===== config.mk =====
export PLATFORM = sky130hd
export DESIGN_NAME = vliw_issue_guard
export DESIGN_NICKNAME = d
export VERILOG_FILES = /design/src/rtl/vig_pkg.sv /design/src/rtl/vig_slot_decode.sv /design/src/rtl/vig_iter_fsm.sv /design/src/rtl/vig_wb_window.sv /design/src/rtl/vliw_issue_guard.sv
export SDC_FILE = /design/constraint.sdc
export NUM_CORES = 1
export LEC_CHECK = 0
export BUFFER_PORTS_ARGS = -buffer_cell sky130_fd_sc_hd__buf_4
export CAP_MARGIN = 20
export CORE_MARGIN = 4
export CORE_UTILIZATION = 40
export DETAILED_ROUTE_END_ITERATION = 10
export GPL_ROUTABILITY_DRIVEN = 0
export PLACE_DENSITY = 0.58
export SKIP_CTS_REPAIR_TIMING = 1
export SLEW_MARGIN = 20
export SYNTH_ARGS = -nofsm -noshare
export SYNTH_HDL_FRONTEND = slang
export SYNTH_SLANG_ARGS = --single-unit
export TNS_END_PERCENT = 20

===== constraint.sdc =====
create_clock -name clk -period 13.5 [get_ports clk]
set_input_delay 2.025 -clock clk [delete_from_list [all_inputs] [get_ports clk]]
set_output_delay 2.025 -clock clk [all_outputs]
set_load 0.02 [all_outputs]

===== src/rtl/vig_pkg.sv =====
package vig_pkg;

    localparam int UNIT_W = 4;

    typedef enum logic [UNIT_W-1:0] {
        UT_IMM     = 4'd0,
        UT_INT     = 4'd1,
        UT_SIMD    = 4'd2,
        UT_SIMDMUL = 4'd3,
        UT_LDST    = 4'd4,
        UT_CACHE   = 4'd5,
        UT_SHIFT   = 4'd6,
        UT_BRANCH  = 4'd7,
        UT_FADD    = 4'd8,
        UT_MUL     = 4'd9,
        UT_FCMP    = 4'd10,
        UT_FITER   = 4'd11
    } unit_t;

    typedef enum logic [1:0] {
        ERR_NONE    = 2'd0,
        ERR_NO_UNIT = 2'd1,
        ERR_BUSY    = 2'd2,
        ERR_WB_FULL = 2'd3
    } err_t;

    // Cycles from issue to register-file write for a unit type.
    function automatic int unsigned unit_latency(logic [UNIT_W-1:0] code, int unsigned iter_lat);
        unique case (code)
            UT_IMM, UT_INT, UT_SHIFT, UT_FCMP:                      return 1;
            UT_SIMD:                                                return 2;
            UT_SIMDMUL, UT_LDST, UT_CACHE, UT_BRANCH, UT_FADD, UT_MUL: return 3;
            UT_FITER:                                               return iter_lat;
            default:                                                return 1;
        endcase
    endfunction

    // Slot-to-unit attachment; bit n of the mask is slot n.
    function automatic logic slot_has_unit(int unsigned slot, logic [UNIT_W-1:0] code);
        logic [4:0] mask;
        unique case (code)
            UT_IMM, UT_INT: mask = 5'b11111;
            UT_SIMD:        mask = 5'b10101;
            UT_SIMDMUL:     mask = 5'b00110;
            UT_LDST:        mask = 5'b11000;
            UT_CACHE:       mask = 5'b10000;
            UT_SHIFT:       mask = 5'b00011;
            UT_BRANCH:      mask = 5'b01110;
            UT_FADD:        mask = 5'b01001;
            UT_MUL:         mask = 5'b00110;
            UT_FCMP:        mask = 5'b00100;
            UT_FITER:       mask = 5'b00010;
            default:        mask = 5'b00000;
        endcase
        if (slot < 5) return mask[slot];
        return 1'b0;
    endfunction

endpackage


===== src/rtl/vig_slot_decode.sv =====
module vig_slot_decode
    import vig_pkg::*;
#(
    parameter int SLOT_IDX = 0,
    parameter int ITER_LAT = 17,
    parameter int LAT_W    = 5
) (
    input  logic [UNIT_W-1:0] unit_code,
    output logic              attached,
    output logic              is_iter,
    output logic [LAT_W-1:0]  lat
);

    always_comb begin
        attached = slot_has_unit(SLOT_IDX, unit_code);
        is_iter  = (unit_code == UT_FITER);
        lat      = LAT_W'(unit_latency(unit_code, ITER_LAT));
    end

endmodule


===== src/rtl/vig_iter_fsm.sv =====
module vig_iter_fsm #(
    parameter int RECOVERY = 16
) (
    input  logic clk,
    input  logic rst_n,
    input  logic issue,
    output logic busy
);

    localparam int  CW       = $clog2(RECOVERY + 1);
    localparam bit  HAS_WAIT = (RECOVERY > 1);

    typedef enum logic {ITER_IDLE, ITER_BUSY} iter_state_t;

    iter_state_t    state, state_n;
    logic [CW-1:0]  cnt, cnt_n;

    always_ff @(posedge clk) begin
        if (!rst_n) begin
            state <= ITER_IDLE;
            cnt   <= '0;
        end else begin
            state <= state_n;
            cnt   <= cnt_n;
        end
    end

    always_comb begin
        state_n = state;
        cnt_n   = cnt;
        unique case (state)
            ITER_IDLE: begin
                if (issue && HAS_WAIT) begin
                    state_n = ITER_BUSY;
                    cnt_n   = CW'(RECOVERY - 1);
                end
            end
            ITER_BUSY: begin
                cnt_n = cnt - 1'b1;
                if (cnt == CW'(1)) state_n = ITER_IDLE;
            end
            default: state_n = ITER_IDLE;
        endcase
    end

    always_comb busy = (state == ITER_BUSY);

    AST_ITER_NO_REISSUE: assert property (@(posedge clk) disable iff (!rst_n)
        busy |-> !issue);
    AST_ITER_BUSY_AFTER_ISSUE: assert property (@(posedge clk) disable iff (!rst_n)
        (HAS_WAIT && issue) |=> busy);

endmodule


===== src/rtl/vig_wb_window.sv =====
module vig_wb_window #(
    parameter int DEPTH     = 17,
    parameter int NUM_SLOTS = 5,
    parameter int WB_PORTS  = 5,
    parameter int LAT_W     = 5,
    parameter int CNT_W     = 3
) (
    input  logic                       clk,
    input  logic                       rst_n,
    input  logic                       commit,
    input  logic [NUM_SLOTS-1:0]       add_en,
    input  logic [NUM_SLOTS*LAT_W-1:0] add_lat,
    output logic [DEPTH*CNT_W-1:0]     occ_flat
);

    localparam int SUM_W = $clog2(WB_PORTS + NUM_SLOTS + 1);

    // resv[d] counts writes landing d+1 cycles after the current one.
    logic [CNT_W-1:0] resv [DEPTH];

    genvar d;
    generate
        for (d = 0; d < DEPTH; d++) begin : g_entry
            logic [SUM_W-1:0] add_cnt;
            logic [SUM_W-1:0] nxt;

            always_comb begin
                add_cnt = '0;
                for (int s = 0; s < NUM_SLOTS; s++) begin
                    if (commit && add_en[s] && add_lat[s*LAT_W +: LAT_W] == LAT_W'(d + 2))
                        add_cnt = add_cnt + 1'b1;
                end
            end

            if (d + 1 < DEPTH) begin : g_shift
                always_comb nxt = SUM_W'(resv[d+1]) + add_cnt;
                AST_WB_HOLD_ON_REJECT: assert property (@(posedge clk) disable iff (!rst_n)
                    !commit |=> resv[d] == $past(resv[d+1]));
            end else begin : g_top
                always_comb nxt = add_cnt;
            end

            always_ff @(posedge clk) begin
                if (!rst_n) resv[d] <= '0;
                else        resv[d] <= CNT_W'(nxt);
            end

            assign occ_flat[d*CNT_W +: CNT_W] = resv[d];

            AST_WB_WITHIN_PORTS: assert property (@(posedge clk) disable iff (!rst_n)
                int'(resv[d]) <= WB_PORTS);
        end
    endgenerate

endmodule


===== src/rtl/vliw_issue_guard.sv =====
module vliw_issue_guard
    import vig_pkg::*;
#(
    parameter int NUM_SLOTS     = 5,
    parameter int WB_PORTS      = 5,
    parameter int ITER_LAT      = 17,
    parameter int ITER_RECOVERY = 16
) (
    input  logic                        clk,
    input  logic                        rst_n,
    input  logic [NUM_SLOTS-1:0]        slot_valid,
    input  logic [NUM_SLOTS*UNIT_W-1:0] slot_unit,
    output logic                        bundle_ok,
    output logic [NUM_SLOTS*2-1:0]      slot_err
);

    localparam int MAX_LAT = ITER_LAT;
    localparam int LAT_W   = $clog2(MAX_LAT + 1);
    localparam int CNT_W   = $clog2(WB_PORTS + 1);
    localparam int SUM_W   = $clog2(WB_PORTS + NUM_SLOTS + 1);

    logic [NUM_SLOTS-1:0]       attached;
    logic [NUM_SLOTS-1:0]       is_iter;
    logic [LAT_W-1:0]           lat [NUM_SLOTS];
    logic [NUM_SLOTS*LAT_W-1:0] lat_flat;
    logic [NUM_SLOTS-1:0]       elig;
    err_t                       errs [NUM_SLOTS];
    logic [MAX_LAT*CNT_W-1:0]   occ_flat;
    logic [CNT_W-1:0]           occ [MAX_LAT];
    logic                       iter_busy;
    logic                       iter_issue;

    genvar i;
    generate
        for (i = 0; i < NUM_SLOTS; i++) begin : g_slot
            vig_slot_decode #(
                .SLOT_IDX (i),
                .ITER_LAT (ITER_LAT),
                .LAT_W    (LAT_W)
            ) u_dec (
                .unit_code (slot_unit[i*UNIT_W +: UNIT_W]),
                .attached  (attached[i]),
                .is_iter   (is_iter[i]),
                .lat       (lat[i])
            );
            assign lat_flat[i*LAT_W +: LAT_W] = lat[i];
            assign slot_err[i*2 +: 2]         = errs[i];

            AST_SLOT_WITHOUT_UNIT: assert property (@(posedge clk) disable iff (!rst_n)
                (slot_valid[i] && !attached[i]) |-> !bundle_ok);
            AST_BUSY_REJECTS_ITER: assert property (@(posedge clk) disable iff (!rst_n)
                (iter_busy && slot_valid[i] && is_iter[i]) |-> (!bundle_ok && slot_err[i*2 +: 2] != 2'd0));
        end
        for (i = 0; i < MAX_LAT; i++) begin : g_occ
            assign occ[i] = occ_flat[i*CNT_W +: CNT_W];
        end
    endgenerate

    // Per-slot classification: attachment, then recovery, then write-port load.
    always_comb begin
        logic             claim;
        logic [SUM_W-1:0] tally;
        claim = iter_busy;
        tally = '0;
        for (int s = 0; s < NUM_SLOTS; s++) begin
            errs[s] = ERR_NONE;
            elig[s] = 1'b0;
            if (slot_valid[s]) begin
                if (!attached[s]) begin
                    errs[s] = ERR_NO_UNIT;
                end else if (is_iter[s] && claim) begin
                    errs[s] = ERR_BUSY;
                end else begin
                    elig[s] = 1'b1;
                    if (is_iter[s]) claim = 1'b1;
                end
            end
        end
        for (int s = 0; s < NUM_SLOTS; s++) begin
            if (elig[s]) begin
                tally = SUM_W'(occ[lat[s] - 1'b1]);
                for (int k = 0; k <= s; k++) begin
                    if (elig[k] && lat[k] == lat[s]) tally = tally + 1'b1;
                end
                if (int'(tally) > WB_PORTS) errs[s] = ERR_WB_FULL;
            end
        end
    end

    always_comb begin
        bundle_ok = 1'b1;
        for (int s = 0; s < NUM_SLOTS; s++) begin
            if (errs[s] != ERR_NONE) bundle_ok = 1'b0;
        end
        iter_issue = bundle_ok && |(elig & is_iter);
    end

    vig_iter_fsm #(
        .RECOVERY (ITER_RECOVERY)
    ) u_iter (
        .clk   (clk),
        .rst_n (rst_n),
        .issue (iter_issue),
        .busy  (iter_busy)
    );

    vig_wb_window #(
        .DEPTH     (MAX_LAT),
        .NUM_SLOTS (NUM_SLOTS),
        .WB_PORTS  (WB_PORTS),
        .LAT_W     (LAT_W),
        .CNT_W     (CNT_W)
    ) u_win (
        .clk      (clk),
        .rst_n    (rst_n),
        .commit   (bundle_ok),
        .add_en   (elig),
        .add_lat  (lat_flat),
        .occ_flat (occ_flat)
    );

endmodule


**Word level (Yosys, flattened, before mapping)**

Memory sizes are Yosys's and may differ from the RTL's.
Cells that the tools add are included.

- Magnitude comparators: 10
- Mux-type cells: 210
- Eq/ne operators: 102
- Add/subtract/negate cells: 105
- Bitwise logic cells: 24
- Reductions and logical operators: 112

Operator list:

| cell | number |
|---|---|
| $mux W3 | 78 |
| $eq A5 B4 Y1 const B | 40 |
| $logic_and A1 B1 Y1 | 106 |
| $add A3 B1 Y3 const B | 34 |
| $eq A5 B3 Y1 const B | 20 |
| $mux W4 | 25 |
| $mux W2 | 42 |
| $bmux W3 S5 | 5 |
| $eq A5 B5 Y1 const B | 15 |
| $mux W1 | 57 |
| $add A2 B1 Y3 const B | 17 |
| $eq A5 B2 Y1 const B | 10 |
| $eq A5 B5 Y1 | 10 |
| $add A3 B3 Y3 | 16 |
| $add A4 B1 Y4 const B | 10 |
| $add A1 B1 Y2 const B | 17 |
| $ge A6 B6 Y1 const B | 5 |
| $not A5 Y6 | 5 |
| $sub A5 B1 Y5 const B | 6 |
| $add A3 B1 Y4 const B | 5 |
| $eq A4 B4 Y1 const B | 5 |
| $gt A4 B3 Y1 const B | 5 |
| $or A1 B1 Y1 | 17 |
| $pmux W5 S2 | 1 |
| other kinds (8) | 12 |

- Output and inout bits: 11
- Logic and storage cells: 576
- ROM bits: 640
- Input bits: 27
- RAM bits: 51
- Memories kept: 11
- Register bits after elaboration: 6

Memories:

| memory | depth | width | read ports | clocked after Yosys merged registers in | wr ports | line | source |
|---|---|---|---|---|---|---|---|
| (no name shown) | 16 | 5 | 1 | 0 | 0 | vig_pkg.sv:41 | `unique case (code)` |
| (no name shown) | 16 | 5 | 1 | 0 | 0 | vig_pkg.sv:41 |  |
| (no name shown) | 16 | 5 | 1 | 0 | 0 | vig_pkg.sv:41 |  |
| (no name shown) | 16 | 5 | 1 | 0 | 0 | vig_pkg.sv:41 |  |
| (no name shown) | 16 | 5 | 1 | 0 | 0 | vig_pkg.sv:41 |  |
| u_win.resv | 17 | 3 | 17 | 0 | 17 | vig_wb_window.sv:19 | `logic [CNT_W-1:0] resv [DEPTH];` |
| +5 memories | - | - | - | - | - | - |  |

**Depth between registers and ports, before layout**

Gate-level depths: netlist of run 1.

- Depth after elaboration: 51
- Depth in mapped cells: 38
- Depth with buffers taken out: 37

**Modules after synthesis**

From an unflattened synthesis of run 1, not the netlist that was laid out.

- Cells, all modules: 1355
- Area total of the unflattened synthesis: 11641.2 µm²

By module, submodules not included:

| module | cells an instance | instances | area each (µm²) | sequential area each (µm²) |
|---|---|---|---|---|
| vig_wb_window | 741 | 1 | 6396.1 | 1021.0 |
| vliw_issue_guard | 509 | 1 | 4440.5 | 0.0 |
| vig_iter_fsm | 31 | 1 | 287.8 | 120.1 |
| vig_slot_decode (g_slot[3].u_dec) | 18 | 1 | 137.6 | 0.0 |
| vig_slot_decode (g_slot[2].u_dec) | 16 | 1 | 107.6 | 0.0 |
| vig_slot_decode (g_slot[1].u_dec) | 14 | 1 | 95.1 | 0.0 |
| vig_slot_decode (g_slot[4].u_dec) | 12 | 1 | 88.8 | 0.0 |
| vig_slot_decode (g_slot[0].u_dec) | 14 | 1 | 87.6 | 0.0 |

**Worst setup path before layout of run 1**

No wires, ideal clock.

- Path kind: input to register
- From: in slot_unit[19]
- To: mem u_win.resv[1][2]
- Stages on the path: 37
- Buffers on the path: 3
- Library setup time: 0.072 ns
- Arrival: 9.407 ns
- Slack: 4.021 ns
- Data required time: 13.428 ns
- Cells stage by stage: buf_2 -> o21ai_0 -> nand2_1 -> inv_1 -> ha_1 -> mux4_2 -> a21oi_4 -> inv_2 -> ha_1 -> mux2i_1 -> a21oi_1 -> nor2_1 -> a211oi_1 -> ha_1 -> nand2_1 -> xor2_2 -> nor4_1 -> or4_1 -> a211oi_1 -> o31ai_4 -> inv_2 -> nor2_1 -> buf_2 -> and4_1 -> ha_1 -> buf_1 -> xor2_1 -> a21oi_1 -> o32a_1 -> ha_1 -> nor2_1 -> a21oi_1 -> a22oi_1 -> fa_1 -> xnor2_1 -> or4_1 -> a21oi_1

RTL lines:

| what | line | source |
|---|---|---|
| from (decl) | vliw_issue_guard.sv:12 | `input logic [NUM_SLOTS*UNIT_W-1:0] slot_unit,` |
| to (decl) | vig_wb_window.sv:19 |  |

==> run summary, run 1 <==
Req. time, crit path -> 13.75 ns
post-route cell area -> 6880 µm²
initial antenna violation count -> 0
IO Pins -> 38
core area -> 14800 µm²
clock share of power -> 45.6%
number of enable flip-flop cells after synthesis -> 0
Main synth FF type -> dfxtp_1
ANT cells -> 0
register bit total from synthesis -> 57
metal2 WL -> 8.45 mm
Area growth, synth to finish -> 12.4%
setup TNS -> 0 ns
HP Class -> flip-flop to flip-flop
area occupied by multi-input gates -> 4640 µm²
cell at the slowest stage of the critical path -> or4_1
Fmax achieved -> 98.5 MHz
DP Worst Slack -> 3.15 ns
HPWL after DPL -> 13.8 mm
Seq/Total Area, Yosys -> 18.7%
DRC viols -> 0
CP endpoint kind -> flip-flop
met3 wire len -> 1.11 mm
FF+latch area -> 1140 µm²
Int Power -> 0.389 mW
crit start category -> input pin
worst setup margin -> 3.35 ns
Top cell by count, worst path -> ha_1
total power -> 0.545 mW
Max VDD drop -> 0.0000806 V
drt total wl -> 17.9 mm
max layer used -> met4
Clock Tree Buf Depth -> 2
Final Cycle Share -> 75.2%
Least-Margin Pin Slew -> 1.03 ns
# fillers -> 1461
CP max stage delay -> 0.57 ns
H-tree depth -> 3
GR Overflow Total -> 0
mean number of vias per cell -> 5.97
CTS tree -> yes
clk sinks -> 57
status -> finished, final reports clean
Final Setup Violations -> 0
Die Y -> 132 µm
Final Critical Period -> 10.15 ns
initial core utilization -> 41.5%
PwrDens -> 79.3 nW/µm²
Slew headroom -> 30.7%
most common cell after layout, fill and taps aside -> dfxtp_1
Buffers on Ports -> 37
global-route wire length before repair -> 28.9 mm
antenna viol nets, final -> 0
NumNets Final -> 862
sequential share of power -> 32.0%
share of cells above drive strength 1 -> 12.2%
syn avg cell area -> 8.02 µm²
Hold Vio Cnt, Final -> 0
final slew viol count -> 0
Buf+Inv Stages, Crit Path -> 4
Synth cell types -> 87
TritonRoute pass-1 iters -> 5
Switching Power -> 0.156 mW
CP delay by family, top -> compound AO/OA/AOI/OAI gates
die area -> 17300 µm²
Synth async-reset ratio -> 0%
GRT Total Usage -> 20.2%
Lkg Pwr -> 2.78 nW
Worst-path clk slew -> 0.06 ns
crit-path max FO -> 15
RSZ-0062 raised after global routing -> false
Vias -> 5807
Syn Std Cell Area -> 6120 µm²
Max Cap Violations -> 0
critical path class -> input pin to flip-flop
Routed wire per std cell -> 18.4 µm
number of DRC markers in iteration 0 -> 431
Clock Skew -> 0.00821 ns
largest net degree at the start of global routing -> 49
Post-Syn Instances -> 763
vias in the first global route -> 5563
total CTS buffers -> 9
Area after DPL -> 6550 µm²
WP data arrival -> 10.41 ns
Logic pwr share -> 22.4%
Yosys Warn Count -> 0
CTS root buf -> clkbuf_16
chip width -> 132 µm
# rows -> 44
most frequent cells in the layout -> dfxtp_1, and2_1, ha_1, buf_4, nor2_1
later-pin clock latency in the skew report -> 0.33 ns
sw frac -> 28.6%
M1 wire length -> 7.80 mm
==> routing by layer <==
metal | vias to the layer above | global-route usage, %
li1 | 2800 | -
met1 | 2743 | 25.9
met2 | 217 | 34.3
met3 | 47 | 3.02
met4 | 0 | 7.53
met5 | - | 0
==> flip-flops by register name, summed over array words and instances (netlist names) <==
register     cells
u_win.resv      51
u_iter.busy      1
u_iter.cnt       5
==> worst reg2reg max path, delay by kind of cell, from the launching register on <==
family                     cells  cell delay (ns)
and+or+nand+nor                9             1.98
muxes                          1             0.11
AOI/OAI and AO/OA             11             2.50
xor gates and xnor gates       3             0.61
buffers and inverters          2             0.49
DFF                            1             0.40
adders and majority gates      5             1.74
==> stage by stage <==
stage               util, %  hold WS (ns)  std cells
finish                 46.6         0.422        973
global route           46.6         0.438        973
CTS                    46.6         0.424        973
detailed placement     44.4         0.411        957
global placement       44.4         0.408        957
floorplan                 -         0.406        768
==> cells in the mapped netlist, types with 7 or more instances <==
library cell  count  share of area, %
ha_1             47               9.6
o31ai_1          10               1.2
mux2i_1          19               3.1
a31oi_1           7              0.72
a21oi_1          37               3.0
nor3_1           27               2.2
a211oi_1         11               1.3
nor4_1            8              0.82
nand4_1          11               1.1
xnor2_1          31               4.4
clkbuf_1         22               1.3
a21o_1            9               1.1
o21ai_0          39               3.2
and2_1           53               5.4
buf_2            18               1.5
nand2_1          39               2.4
o21a_1            8              0.98
xor2_1           21               3.0
nor2_1           44               2.7
inv_1            41               2.5
dfxtp_1          57                19
nor3b_1           8              0.98
nor2b_1          15               1.5
nand2b_1          8              0.82
nand3_1          24               2.0
o211ai_1         11               1.3
and3_1           13               1.3
==> final timing paths <==
kind,to,cells after the start,slack (ns),start
worst max-delay path,u_win.resv[1][2]$_SDFF_PN0_,37,3.35,slot_unit[18]
worst min-delay path,u_win.resv[9][0]$_SDFF_PN0_,1,0.42,u_win.resv[10][0]$_SDFF_PN0_
worst max register to register,u_win.resv[1][2]$_SDFF_PN0_,31,5.59,u_win.resv[1][1]$_SDFF_PN0_
worst min register to register,u_win.resv[9][0]$_SDFF_PN0_,1,0.42,u_win.resv[10][0]$_SDFF_PN0_
==> cells by family after synthesis <==
| kind of cell | synth area share (%) |
|---|---|
| buffers and inverters | 5.89 |
| adders and majority gates | 10.9 |
| other | 0.123 |
| xor gates and xnor gates | 9.65 |
| and+or+nand+nor | 27.6 |
| muxes | 5.50 |
| DFF | 18.7 |
| AOI/OAI and AO/OA | 21.6 |
==> cell type report <==
type / count / area share [%]
Clock inverter: 4 / 1.09
Clock buffer: 12 / 3.73
Multi-Input combinational cell: 623 / 67.5
Tap cell: 184 / 3.35
Sequential cell: 57 / 16.6
Inverter: 46 / 2.62
Timing Repair Buffer: 47 / 5.13
==> power by group through the flow <==
stage	sequential (mW)	combinational (mW)	clock (mW)
final	0.174	0.122	0.249
after floorplan	0.176	0.0859	0
after global placement	0.178	0.118	0
after detailed placement	0.178	0.120	0
after CTS	0.174	0.121	0.254
after global routing	0.174	0.134	0.263
Power figures use the tool's default switching activity.
==> inputs of run 2 (changes only) <==
--- a/config.mk
+++ b/config.mk
@@ -11,7 +11,7 @@
 export CORE_UTILIZATION = 40
 export DETAILED_ROUTE_END_ITERATION = 10
 export GPL_ROUTABILITY_DRIVEN = 0
-export PLACE_DENSITY = 0.58
+export PLACE_DENSITY = 0.61
 export SKIP_CTS_REPAIR_TIMING = 1
 export SLEW_MARGIN = 20
 export SYNTH_ARGS = -nofsm -noshare
==> constraint.sdc (replaced) <==
create_clock -name clk -period 8.45 [get_ports clk]
set_input_delay 1.2675 -clock clk [delete_from_list [all_inputs] [get_ports clk]]
set_output_delay 1.2675 -clock clk [all_outputs]
set_load 0.02 [all_outputs]
==> run 2 against run 1 <==
Against the previous run:
- worst setup slack got worse by 2.9 ns
- via count is 3.8% higher
- sequential share of layout area is 0.82 points lower
- first-iteration DRC count grew 10%
- register-to-register slack lost 4.0 ns
- critical endpoint is now u_win.resv[0][2]$_SDFF_PN0_
- wire length increased by 2.2%
- sequential power grew 60%
- die area stayed put
- sequential cell count unchanged
==> run summary, run 2 (synthesis results as in run 1) <==
TritonRoute pass-1 iters -> 5 (unchanged)
CP delay by family, top -> simple AND/OR/NAND/NOR gates (was compound AO/OA/AOI/OAI gates)
Fmax achieved -> 124 MHz
Clock Tree Buf Depth -> 2 (unchanged)
Util after Layout -> 49.0% (was 46.6%)
IO Pins -> 38 (unchanged)
Final Critical Period -> 8.05 ns
total CTS buffers -> 9 (unchanged)
most common cell after layout, fill and taps aside -> buf_4 (was dfxtp_1)
crit-path max FO -> 7 (was 15)
Final Cycle Share -> 95.3%
Buffers on Ports -> 37 (unchanged)
crit start category -> input pin (unchanged)
Final Setup Violations -> 0 (unchanged)
Vias -> 6030 (was 5807)
WP data arrival -> 8.29 ns (was 10.41 ns)
cell at the slowest stage of the critical path -> or4_4 (was or4_1)
Lkg Pwr -> 2.97 nW (was 2.78 nW)
max FFs per register -> 51 (unchanged)
status -> finished, final reports clean (unchanged)
CP max stage delay -> 0.57 ns (about the same)
Routed wire per std cell -> 18.1 µm (was 18.4 µm)
GR Overflow Total -> 0 (unchanged)
vias in the first global route -> 5962 (was 5563)
Largest Register -> u_win.resv (unchanged)
initial core utilization -> 41.5% (unchanged)
die area -> 17300 µm² (unchanged)
Slew headroom -> 31.1% (was 30.7%)
HP Class -> flip-flop to flip-flop (unchanged)
post-route cell area -> 7240 µm² (was 6880 µm²)
NumNets Final -> 900 (was 862)
critical path class -> input pin to flip-flop (unchanged)
Buf+Inv Stages, Crit Path -> 4 (unchanged)
H-tree depth -> 3 (unchanged)
worst setup margin -> 0.400 ns (was 3.35 ns)
Area growth, synth to finish -> 18.3% (was 12.4%)
initial antenna violation count -> 0 (unchanged)
GRT Total Usage -> 20.7% (was 20.2%)
mean number of vias per cell -> 5.96 (was 5.97)
drt total wl -> 18.3 mm (was 17.9 mm)
Die Y -> 132 µm (unchanged)
hold_ws -> 0.418 ns (was 0.422 ns)
largest net degree at the start of global routing -> 49 (unchanged)
ANT cells -> 0 (unchanged)
share of cells above drive strength 1 -> 18.1% (was 12.2%)
Area after DPL -> 6830 µm² (was 6550 µm²)
CP endpoint kind -> flip-flop (unchanged)
number of DRC markers in iteration 0 -> 475 (was 431)
PwrDens -> 119 nW/µm² (was 79.3 nW/µm²)
later-pin clock latency in the skew report -> 0.32 ns (was 0.33 ns)
global-route wire length before repair -> 29.8 mm (was 28.9 mm)
CTS tree -> yes (unchanged)
Hold Vio Cnt, Final -> 0 (unchanged)
Max Cap Violations -> 0 (unchanged)
core area -> 14800 µm² (unchanged)
DP Worst Slack -> -0.120 ns (was 3.15 ns)
Clock Skew -> 0.00649 ns (was 0.00821 ns)
final slew viol count -> 0 (unchanged)
DRC viols -> 0 (unchanged)
CTS root buf -> clkbuf_16 (unchanged)
clk sinks -> 57 (unchanged)
chip width -> 132 µm (unchanged)
# rows -> 44 (unchanged)
HPWL after DPL -> 14.3 mm (was 13.8 mm)
Req. time, crit path -> 8.68 ns (was 13.75 ns)
Worst-path clk slew -> 0.05 ns (was 0.06 ns)
antenna viol nets, final -> 0 (unchanged)
Max VDD drop -> 0.000141 V (was 0.0000806 V)
Least-Margin Pin Slew -> 1.02 ns (was 1.03 ns)
most frequent cells in the layout -> buf_4, dfxtp_1, and2_1, nor2_1, ha_1 (was dfxtp_1, and2_1, ha_1, buf_4, nor2_1)
[run 2: area by class of cell]
class / count / area [µm²]
clock buffer: 13 / 240
clock inverter: 3 / 65.1
multi-input combinational: 623 / 4740
sequential: 57 / 1140
inverter: 46 / 180
fill: 1423 / 7520
timing repair buffer: 85 / 638
tap: 184 / 230
[run 2: per-layer routing]
| metal | share of wire [%] | global-route usage [%] |
|---|---|---|
| met4 | 4.1 | 9.10 |
| met3 | 6.0 | 4.20 |
| met2 | 46 | 34.6 |
| met5 | 0 | 0 |
| met1 | 44 | 25.8 |
[run 2: per-stage QoR]
step	setup TNS [ns]	power (mW)	std cells
4_1_cts	0	0.863	1006
3_5_place_dp	-0.120	0.491	990
5_1_grt	-0.000835	0.904	1011
2_1_floorplan	0	0.421	768
6_report	0	0.862	1011
3_3_place_gp	0	0.486	990
[run 2: worst paths after layout]
kind | depth (start not counted) | slack, ns | end | startpoint
worst max-delay path | 32 | 0.40 | u_win.resv[0][2]$_SDFF_PN0_ | slot_unit[18]
worst max register to register | 29 | 1.62 | u_win.resv[0][2]$_SDFF_PN0_ | u_iter.busy$_SDFF_PN0_
worst min register to register | 1 | 0.42 | u_win.resv[3][1]$_SDFF_PN0_ | u_win.resv[4][1]$_SDFF_PN0_
worst min-delay path | 1 | 0.42 | u_win.resv[3][1]$_SDFF_PN0_ | u_win.resv[4][1]$_SDFF_PN0_
[run 2: power by group]
part | total [mW] | internal [mW] | switching (mW) | leakage [nW]
Sequential | 0.279 | 0.274 | 0.00529 | 0.462
Clock | 0.370 | 0.257 | 0.113 | 0.148
Combinational | 0.213 | 0.0862 | 0.127 | 2.36
[run 2: worst register-to-register path: cells and delay by family, from the launching register on]
family,cells,cell delay (ns)
adder cells (fa/ha/maj),4,1.17
multiplexers,1,0.30
AND/OR/NAND/NOR,11,2.46
flip-flops,1,0.49
XOR/XNOR,3,0.57
buffers and inverters,3,0.48
AO/OA/AOI/OAI,7,1.27
